===== src/rtl/frac_div_pkg.sv =====
package frac_div_pkg;
   // Position of the frame sequencer: inside the repeated groups, or in the trailing run
   typedef enum logic {
      PH_GROUP = 1'b0,
      PH_TAIL  = 1'b1
   } frac_phase_e;
endpackage


===== src/rtl/frac_pattern_calc.sv =====
// Derives the group count, group size and tail size from the held configuration.
module frac_pattern_calc #(
   parameter int NW = 8,
   parameter int DW = 6
) (
   input  logic [NW-1:0] int_div,
   input  logic [DW-1:0] den,
   input  logic [DW-1:0] num,
   output logic [NW-1:0] n_eff,
   output logic [DW-1:0] pat_z,
   output logic [DW-1:0] pat_x,
   output logic [DW-1:0] pat_y,
   output logic          pat_long_major,
   output logic          pat_flat
);
   logic [DW-1:0] diff, minor, major, divisor, prod;

   always_comb begin
      // a zero or out-of-range fraction degrades to a plain divide-by-N
      pat_flat       = (num == '0) || (num >= den);
      diff           = den - num;
      pat_long_major = !pat_flat && (num > diff);
      minor          = pat_long_major ? diff : num;
      major          = pat_long_major ? num : diff;
      divisor        = (minor == '0) ? DW'(1) : minor;
      pat_x          = pat_flat ? '0 : (major / divisor);
      prod           = minor * pat_x;
      pat_y          = pat_flat ? '0 : (major - prod);
      pat_z          = pat_flat ? '0 : minor;
      // divisors below two fold to two
      n_eff          = (int_div < NW'(2)) ? NW'(2) : int_div;
   end
endmodule


===== src/rtl/frac_frame_seq.sv =====
// Walks the frame group by group and reports the kind of the current period.
module frac_frame_seq
   import frac_div_pkg::*;
#(
   parameter int DW = 6
) (
   input  logic          clk,
   input  logic          rst_n,
   input  logic          reload,
   input  logic          per_end,
   input  logic [DW-1:0] pat_z,
   input  logic [DW-1:0] pat_x,
   input  logic [DW-1:0] pat_y,
   input  logic          pat_long_major,
   input  logic          pat_flat,
   output logic          frame_last,
   output logic          cur_long
);
   logic [DW-1:0] a_z, a_x, a_y;
   logic          a_lm, a_flat;
   logic [DW-1:0] grp, pos, tail;
   frac_phase_e   phase;

   always_ff @(posedge clk or negedge rst_n) begin
      if (!rst_n) begin
         a_z    <= '0;
         a_x    <= '0;
         a_y    <= '0;
         a_lm   <= 1'b0;
         a_flat <= 1'b1;
         grp    <= '0;
         pos    <= '0;
         tail   <= '0;
         phase  <= PH_GROUP;
      end else if (reload) begin
         // the working pattern changes only here
         a_z    <= pat_z;
         a_x    <= pat_x;
         a_y    <= pat_y;
         a_lm   <= pat_long_major;
         a_flat <= pat_flat;
         grp    <= '0;
         pos    <= '0;
         tail   <= '0;
         phase  <= PH_GROUP;
      end else if (per_end) begin
         case (phase)
            PH_GROUP: begin
               if (pos == a_x) begin
                  pos <= '0;
                  if (grp == a_z - DW'(1)) begin
                     grp   <= '0;
                     tail  <= '0;
                     phase <= PH_TAIL;
                  end else begin
                     grp <= grp + DW'(1);
                  end
               end else begin
                  pos <= pos + DW'(1);
               end
            end
            default: tail <= tail + DW'(1);
         endcase
      end
   end

   always_comb begin
      if (a_flat)
         frame_last = 1'b1;
      else if (phase == PH_TAIL)
         frame_last = (tail == a_y - DW'(1));
      else
         frame_last = (pos == a_x) && (grp == a_z - DW'(1)) && (a_y == '0);

      // the group template depends on which kind is in the majority
      if (a_flat)
         cur_long = 1'b0;
      else if (phase == PH_TAIL)
         cur_long = a_lm;
      else if (a_lm)
         cur_long = (pos != '0);
      else
         cur_long = (pos == a_x);
   end
endmodule


===== src/rtl/frac_period_ctr.sv =====
// Counts source cycles within one output period and shapes the divided clock.
module frac_period_ctr #(
   parameter int NW = 8
) (
   input  logic          clk,
   input  logic          rst_n,
   input  logic          run,
   input  logic          reload,
   input  logic [NW-1:0] n_in,
   input  logic          is_long,
   output logic          per_end,
   output logic          div_clk
);
   localparam int CW = NW + 1;

   logic [NW-1:0] a_n;
   logic [CW-1:0] cyc, plen;

   always_comb begin
      plen    = {1'b0, a_n} + CW'(is_long);
      per_end = run && (cyc == plen - CW'(1));
      // high for the first half (rounded down) of the period
      div_clk = run && (cyc < (plen >> 1));
   end

   always_ff @(posedge clk or negedge rst_n) begin
      if (!rst_n) begin
         a_n <= NW'(2);
         cyc <= '0;
      end else begin
         if (reload)
            a_n <= n_in;
         if (!run || per_end)
            cyc <= '0;
         else
            cyc <= cyc + CW'(1);
      end
   end
endmodule


===== src/rtl/frac_clk_div.sv =====
// Fractional divider top: configuration holding register, run flag and the two engines.
module frac_clk_div
   import frac_div_pkg::*;
#(
   parameter int NW = 8,
   parameter int DW = 6
) (
   input  logic          clk,
   input  logic          rst_n,
   input  logic          en,
   input  logic          cfg_wr,
   input  logic [NW-1:0] cfg_int,
   input  logic [DW-1:0] cfg_den,
   input  logic [DW-1:0] cfg_num,
   output logic          div_clk,
   output logic          tick,
   output logic          long_per
);
   localparam logic [NW-1:0] RST_INT = NW'(2);
   localparam logic [DW-1:0] RST_DEN = DW'(1);

   if (NW < 2) begin : g_bad_nw
      $error("frac_clk_div: NW must be at least 2");
   end
   if (DW < 2) begin : g_bad_dw
      $error("frac_clk_div: DW must be at least 2");
   end

   logic [NW-1:0] sh_int;
   logic [DW-1:0] sh_den, sh_num;
   logic          run_q;

   logic [NW-1:0] n_eff;
   logic [DW-1:0] pat_z, pat_x, pat_y;
   logic          pat_lm, pat_flat;
   logic          per_end, frame_last, cur_long, reload;

   // held configuration, reset to N=2 with a zero fraction
   always_ff @(posedge clk or negedge rst_n) begin
      if (!rst_n) begin
         sh_int <= RST_INT;
         sh_den <= RST_DEN;
         sh_num <= '0;
         run_q  <= 1'b0;
      end else begin
         run_q <= en;
         if (cfg_wr) begin
            sh_int <= cfg_int;
            sh_den <= cfg_den;
            sh_num <= cfg_num;
         end
      end
   end

   // idle time and frame ends are the only points where a new pattern loads
   assign reload = !run_q || (per_end && frame_last);

   frac_pattern_calc #(.NW(NW), .DW(DW)) i_calc (
      .int_div       (sh_int),
      .den           (sh_den),
      .num           (sh_num),
      .n_eff         (n_eff),
      .pat_z         (pat_z),
      .pat_x         (pat_x),
      .pat_y         (pat_y),
      .pat_long_major(pat_lm),
      .pat_flat      (pat_flat)
   );

   frac_frame_seq #(.DW(DW)) i_seq (
      .clk           (clk),
      .rst_n         (rst_n),
      .reload        (reload),
      .per_end       (per_end),
      .pat_z         (pat_z),
      .pat_x         (pat_x),
      .pat_y         (pat_y),
      .pat_long_major(pat_lm),
      .pat_flat      (pat_flat),
      .frame_last    (frame_last),
      .cur_long      (cur_long)
   );

   frac_period_ctr #(.NW(NW)) i_ctr (
      .clk    (clk),
      .rst_n  (rst_n),
      .run    (run_q),
      .reload (reload),
      .n_in   (n_eff),
      .is_long(cur_long),
      .per_end(per_end),
      .div_clk(div_clk)
   );

   assign tick     = per_end;
   assign long_per = run_q && cur_long;
endmodule


===== config.mk =====
export PLATFORM = sky130hd
export DESIGN_NAME = frac_clk_div
export DESIGN_NICKNAME = d
export VERILOG_FILES = /design/src/rtl/frac_div_pkg.sv /design/src/rtl/frac_pattern_calc.sv /design/src/rtl/frac_frame_seq.sv /design/src/rtl/frac_period_ctr.sv /design/src/rtl/frac_clk_div.sv
export SDC_FILE = /design/constraint.sdc
export NUM_CORES = 1
export LEC_CHECK = 0
export BUFFER_PORTS_ARGS = -buffer_cell sky130_fd_sc_hd__buf_2
export CAP_MARGIN = 20
export CELL_PAD_IN_SITES_DETAIL_PLACEMENT = 1
export CELL_PAD_IN_SITES_GLOBAL_PLACEMENT = 1
export CORE_MARGIN = 2
export CORE_UTILIZATION = 35
export CTS_CLUSTER_SIZE = 12
export DETAILED_ROUTE_END_ITERATION = 16
export GPL_TIMING_DRIVEN = 0
export PLACE_DENSITY_LB_ADDON = 0.1
export SYNTH_ARGS = -nofsm -noshare
export SYNTH_HDL_FRONTEND = slang
export SYNTH_SLANG_ARGS = --single-unit

===== constraint.sdc =====
create_clock -name clk -period 41.7 [get_ports clk]
set_input_delay 6.255 -clock clk [delete_from_list [all_inputs] [get_ports clk]]
set_output_delay 6.255 -clock clk [all_outputs]
set_load 0.01 [all_outputs]

==> results.md, run 1 <==
- Status: finished, final reports clean
- Final Setup Violations: 0
- Maximum vdd drop: 0.000124 V
- Hold-fix buffers, CTS: 0
- Largest area contributor in the netlist: dfrtp_1
- CTS Buf Count: 9
- Synth Cell Area: 6640 sq um
- Slew Viols, Final: 0
- Cells after Synth: 736
- EDFF count, synth: 0
- Worst-Skew Late Latency: 0.34 ns
- Combinational power share: 0.723
- Reg clk slew, reported paths: roughly 0.060 ns
- GRT Residual Overflow: 0
- Sw Ratio: 0.480
- Max Cap Viol: 0
- Die Ht: 142 microns
- Ant diodes: 0
- Starting density of the core: 0.356
- Vias per cell: 5.46
- Nature of the critical path endpoint: flop
- Row count: 50
- Commonest non-fill, non-tap cell in the layout: dfrtp_1
- Synthesis-to-layout area growth: 11.0%
- H-tree levels: 3
- Sequential cell area fraction in the yosys report: 0.291
- Final Cycle Share: 0.389
- Net switching power: 0.308 mW
- Synth Net Count: 829
- Initial DRT Pass Iterations: 4
- Drt wl/cell: 17.8 microns
- Largest net degree at the start of global routing: 42
- Fin crit period: approximately 16 ns
- Final setup TNS: 0 ns
- Die Wd: around 140 microns
- Clock Tree Root: clkbuf_16
- Max Clk Rate: 0.0617 GHz
- Buf/Inv on CP: 8
- PwrDens: 87.0 nW/um^2
- CP max stage delay: 0.79 ns
- Total Wirelength: 18.0 mm
- Core area: 18,600 sq um
- Leading cell types in the layout, fill and taps excluded: dfrtp_1, nor2_1, ha_1, nand2_1, inv_1
- Port Buffers: 25
- Clock network fraction of design power: 0.112
- Post-route setup slack: between 20 and 30 ns
- Crit path DAT: 16.47 ns
- Post-DRT Antenna Nets: 0
- Final hold vios: 0
- Clock skew: 0.00890 ns
- Clock Tree Buf Depth: 2
- Worst hold path type: flop to flop
- Async set-reset flop share out of synthesis: 1.00
- Area post-placement: just over 7000 sq um
- Max-slew headroom: 0.319
- Die area: roughly 20,000 sq um
- Crit-path max FO: 10
- Top area cells in the synthesized netlist: dfrtp_1, ha_1, xnor2_1, mux2_2, xor2_1
- Power Internal: around 0.33 mW
- All-Layer GR Usage: 0.189
- Remaining DRCs: 0
- Final HPWL DP: 14.4 mm
- Delay-heaviest family, CP: compound AO/OA/AOI/OAI gates
- Vias in the first global route: 5,970
- Sequential power share: 0.165
- Synth Area per Inst: 9.02 sq um
- Flop and latch count out of synthesis: 77
- Critical path's slowest cell: o21ai_1
- Worst Setup Start Kind: flop
- Met1 wire length: 8.35 mm
- Final net count: 869
- Via count: 5,532
- WP data required: ~42 ns
- IO Count: 27
- Top Layer Used: met4
- Crit-path most repeated cell: ha_1
- Share of cells above drive strength 1: 0.145
- Ys flop type: dfrtp_1
- WL met3: 310 microns
- Final Wtd Congestion: ~0.82
- Unrepaired setup endpoints after global routing: no
- Synth unique cells: 82
- # Post-CTS Setup Buffers: 0
- Worst slew pin tran: a little over 1 ns
- Leakage Power: 3.28 nW
- Routed wl met2: a little under 9 mm
- CP Class: flop to flop
- Place WS: about 25 ns
- Iter 0 DRT Violations: 174
- Post-route cell area: ~7400 sq um
- Clock sinks: 77
- Initial antenna violation count: 0
- Yosys top cell area share: 0.275
- # resized after CTS: 0
- First-pass GRT wire length: 30.6 mm
- Warnings, synthesis: 0
- CTS tree: yes
==> metal layers <==
metal / GRT usage / vias to the layer above
met1: 0.244 / 2752
met3: 0.0223 / 26
met2: 0.332 / 51
li1: - / 2703
met5: 0 / -
met4: 0.0600 / 0
==> metrics by stage <==
stage,instances,hold WS [ns],total power [mW],utilization
floorplan,736,0.463,0.451,-
global placement,995,0.488,0.543,0.379
detailed placement,996,0.500,0.564,0.380
CTS,1011,0.515,0.639,0.394
global route,1014,0.542,0.711,0.395
finish,1014,0.508,0.641,0.395
==> registers in the layout, indices dropped and copies added, names as in the netlist <==
name	flops
sh_den	6
i_seq.tail	6
i_seq.grp	6
i_seq.pos	6
run_q	1
i_seq.phase	1
i_ctr.a_n	8
i_ctr.cyc	9
i_seq.a_lm	1
sh_int	8
i_seq.a_z	6
sh_num	6
i_seq.a_flat	1
i_seq.a_x	6
i_seq.a_y	6
==> cell families (layout without fill, tap and decap cells) <==
kind of cell,count (synthesis),in the layout,share of synthesized area
AOI/OAI and AO/OA,161,161,0.177
xor gates and xnor gates,80,80,0.114
adders and majority gates,69,69,0.138
buffers and inverters,71,115,0.0433
DFF,77,77,0.291
muxes,32,32,0.0545
and+or+nand+nor,246,246,0.182
==> worst paths after layout <==
check                                   from           end  slack [ns]  cells past startpoint
worst max-delay path               sh_num[2]  i_seq.a_y[5]       25.50                     66
worst min-delay path            i_seq.a_x[2]  i_seq.a_x[2]        0.51                      2
worst max register to register     sh_num[2]  i_seq.a_y[5]       25.50                     66
worst min register to register  i_seq.a_x[2]  i_seq.a_x[2]        0.51                      2
max in group asynchronous              rst_n  i_seq.a_flat       35.17                      2
min in group asynchronous              rst_n     sh_int[4]        5.90                      1
==> cells in the mapped netlist (all sizes together) (3+ instances only) <==
library cell and instances:
a32o 3, nand3 24, a2bb2oi 3, buf 9
xnor3 3, o211ai 6, nor2b 9, nor3b 4
and2 3, nor4 4, o21ai 44, xor2 28
dfstp 4, a31oi 4, a31o 3, inv 51
fa 7, clkbuf 11, or2 6, ha 62
nor3 33, nand2b 9, or3 5, a211oi 8
and3 5, a21boi 4, xnor2 48, o21a 13
nand4 13, o31ai 14, nand2 61, a21oi 21
o21bai 3, mux2 24, mux2i 8, dfrtp 73
nor2 63, a21o 13
==> area by class of cell <==
type / count / area (sq um)
repair buffers: 29 / 168
flip-flops and latches: 77 / 1930
clock inverters: 4 / 25.0
well taps: 234 / 293
plain buffers: 20 / 96.3
multi-input cells: 588 / 4420
clock buffers: 11 / 243
fillers: 2190 / 11300
inverters: 51 / 191
==> worst reg2reg max path, delay by kind of cell (launching register included) <==
family | cells | cell delay [ns]
compound gates | 26 | 6.22
fa+ha+maj | 13 | 4.54
simple gates | 15 | 2.14
buf+inv | 8 | 1.59
mux | 3 | 0.94
flops | 1 | 0.41
xor+xnor | 1 | 0.32
==> power by group through the flow <==
stage / Combinational (mW) / Clock, mW / Sequential, mW
floorplan: 0.350 / 0 / 0.101
global route: 0.525 / 0.0770 / 0.108
finish: 0.463 / 0.0717 / 0.106
CTS: 0.459 / 0.0737 / 0.106
global placement: 0.437 / 0 / 0.106
detailed placement: 0.457 / 0 / 0.107
(Power assumes the default switching activity.)
==> run 2, diff against run 1 <==
- clock period: 41.7 -> 15.12 ns (I/O delays scaled with it)
==> run 2 against run 1 <==
Die area unchanged. Sequential power increased to 2.8 times the previous value. Worst hold slack about the same. Critical path depth decreased by 1. Sequential share of layout area decreased by 0.64 points. First-iteration DRC count increased by 7.5%. Non-clock buffer count increased by 12. Combinational power increased to 3.0 times the previous value. Global-route usage increased by 0.072 points. Sequential cell count unchanged. Final area increased by 2.6%. Largest power group unchanged. Highest routed layer unchanged.
==> results.md, run 2 (synthesis gave the netlist of run 1 again) <==
- Core area: 18,600 sq um
- Worst-Skew Late Latency: 0.34 ns
- Area post-placement: roughly 7100 sq um
- Die Ht: 142 microns
- R2R setup slack: approximately 1.1 ns
- CP max stage delay: roughly 0.55 ns
- All-Layer GR Usage: 0.190
- Remaining DRCs: 0
- Hold Path Depth: 2
- FILL cells: around 2,200
- Biggest register: i_ctr.cyc
- Clock Tree Root: clkbuf_16
- Critical path's slowest cell: fa_1
- Post-DRT Antenna Nets: 0
- H-tree levels: 3
- Worst Hold Endpoint: i_seq.a_x[2]
- Final Setup Violations: 0
- IO Count: 27
- Net switching power: 0.884 mW
- Post-route cell area: 7560 sq um
- Max Cap Viol: 0
- Die area: 20,100 sq um
- Initial antenna violation count: 0
- PwrDens: 248 nW/um^2
- Final Cycle Share: 0.931
- Starting density of the core: 0.356
- Hold_ws: 0.508 ns
- Vias in the first global route: 5,987
- CTS Buf Count: 9
- Clock skew: 0.00880 ns
- Crit-path max FO: 10
- Worst hold path type: flop to flop
- Largest net degree at the start of global routing: 42
- Iter 0 DRT Violations: 187
- CP Class: flop to flop
- CTS tree: yes
- Vias per cell: between 5 and 6
- Clock sinks: just under 80
- Fin crit period: 14.07 ns
- Max-slew headroom: 0.469
- Port Buffers: 25
- Leakage Power: between 3 and 4 nW
- Final hold vios: 0
- Clock network fraction of design power: 0.105
- Final Wtd Congestion: 0.824
- Leading cell types in the layout, fill and taps excluded: dfrtp_1, nor2_1, ha_1, nand2_1, inv_1
- RR Endpoint: i_seq.a_y[5]
- Worst Setup Start Kind: flop
- Status: finished, final reports clean
- Reg clk slew, reported paths: around 0.06 ns
- Worst slew pin tran: around 0.80 ns
- Maximum vdd drop: 0.000300 V
- First-pass GRT wire length: 30.6 mm
- Total Wirelength: 18.1 mm
- Reg2reg start: sh_num[0]
- Sw Ratio: 0.472
- Commonest non-fill, non-tap cell in the layout: dfrtp_1
- GRT Residual Overflow: 0
- Hold path start: i_seq.a_x[2]
- Slew Viols, Final: 0
- Final HPWL DP: 14.4 mm
- Regs by FF count: i_ctr.cyc (9), i_ctr.a_n (8), sh_int (8)
- Final net count: 881
- Share of cells above drive strength 1: 0.173
- Crit path DAT: 14.28 ns
- Ant diodes: 0
- Largest register FFs: 9
- Power Internal: 0.990 mW
- Nature of the critical path endpoint: flop
- Via count: 5,545
- Combinational power share: 0.739
- Crit-path most repeated cell: ha_1
- WP data required: 15.33 ns
- Hold-fix buffers, CTS: 0
- Clock Tree Buf Depth: 2
- Die Wd: between 100 and 150 microns
- Initial DRT Pass Iterations: 4
- Row count: 50
- Drt wl/cell: 17.7 microns
- Max Clk Rate: 0.0711 GHz
- Sequential power share: 0.156
- Synthesis-to-layout area growth: 13.8%
- FF-to-FF path depth: 65
## run 2: cell types whose count changed in the layout (fill, tap and decap cells not counted), sizes merged
cell,before,now
buf,36,50
clkbuf,24,22
## run 2: worst max path at each step
stage               from            to  depth (start not counted)
2_1_floorplan  sh_num[2]  i_seq.a_y[5]                         65
3_3_place_gp   sh_num[1]  i_seq.a_y[5]                         65
3_5_place_dp   sh_num[1]  i_seq.a_y[5]                         65
4_1_cts        sh_num[1]  i_seq.a_y[5]                         66
5_1_grt        sh_num[1]  i_seq.a_y[5]                         66
6_report       sh_num[0]  i_seq.a_y[5]                         65
## run 2: area by class of cell
type,count,area (sq um),area share
clock inverters,4,25.0,0.00331
well taps,234,293,0.0387
clock buffers,11,243,0.0321
multi-input cells,588,4510,0.597
plain buffers,20,104,0.0137
repair buffers,41,258,0.0341
inverters,51,191,0.0253
flip-flops and latches,77,1930,0.256
## run 2: power by group through the flow
| stage | Combinational [mW] | Sequential, mW | Clock [mW] |
|---|---|---|---|
| floorplan | 0.965 | 0.280 | 0 |
| global placement | 1.21 | 0.293 | 0 |
| detailed placement | 1.26 | 0.295 | 0 |
| CTS | 1.34 | 0.292 | 0.203 |
| global route | 1.56 | 0.299 | 0.212 |
| finish | 1.38 | 0.292 | 0.197 |
## run 2: stage by stage
step | util | setup TNS (ns) | setup WS [ns] | cells | total power [mW]
2_1_floorplan | - | 0 | 1.92 | 736 | 1.24
3_3_place_gp | 0.379 | -3.03 | -1.19 | 995 | 1.50
3_5_place_dp | 0.380 | -4.71 | -1.57 | 996 | 1.56
4_1_cts | 0.398 | 0 | 0.131 | 1015 | 1.84
5_1_grt | 0.405 | -0.0139 | -0.0139 | 1026 | 2.07
6_report | 0.405 | 0 | 1.05 | 1026 | 1.87
## run 2: repair_timing
action,4_1_cts,5_1_grt
gates cloned,0,0
buffers inserted,4,9
pin swaps,2,2
setup endpoints to repair,5,5
gates resized for setup,7,17
## run 2: layer usage
layer / GRT usage / share of wire / up-vias
met3: 0.0223 / 0.020 / 24
met4: 0.0589 / 0.022 / 0
li1: - / - / 2718
met2: 0.335 / 0.50 / 62
met5: 0 / 0 / -
met1: 0.244 / 0.46 / 2741
## run 2: critical path, delay by kind of cell (launching register included)
family | cells | cell delay (ns)
compound gates | 27 | 5.19
fa+ha+maj | 14 | 4.65
simple gates | 13 | 1.64
buf+inv | 7 | 0.85
mux | 3 | 0.82
flops | 1 | 0.49
xor+xnor | 1 | 0.26
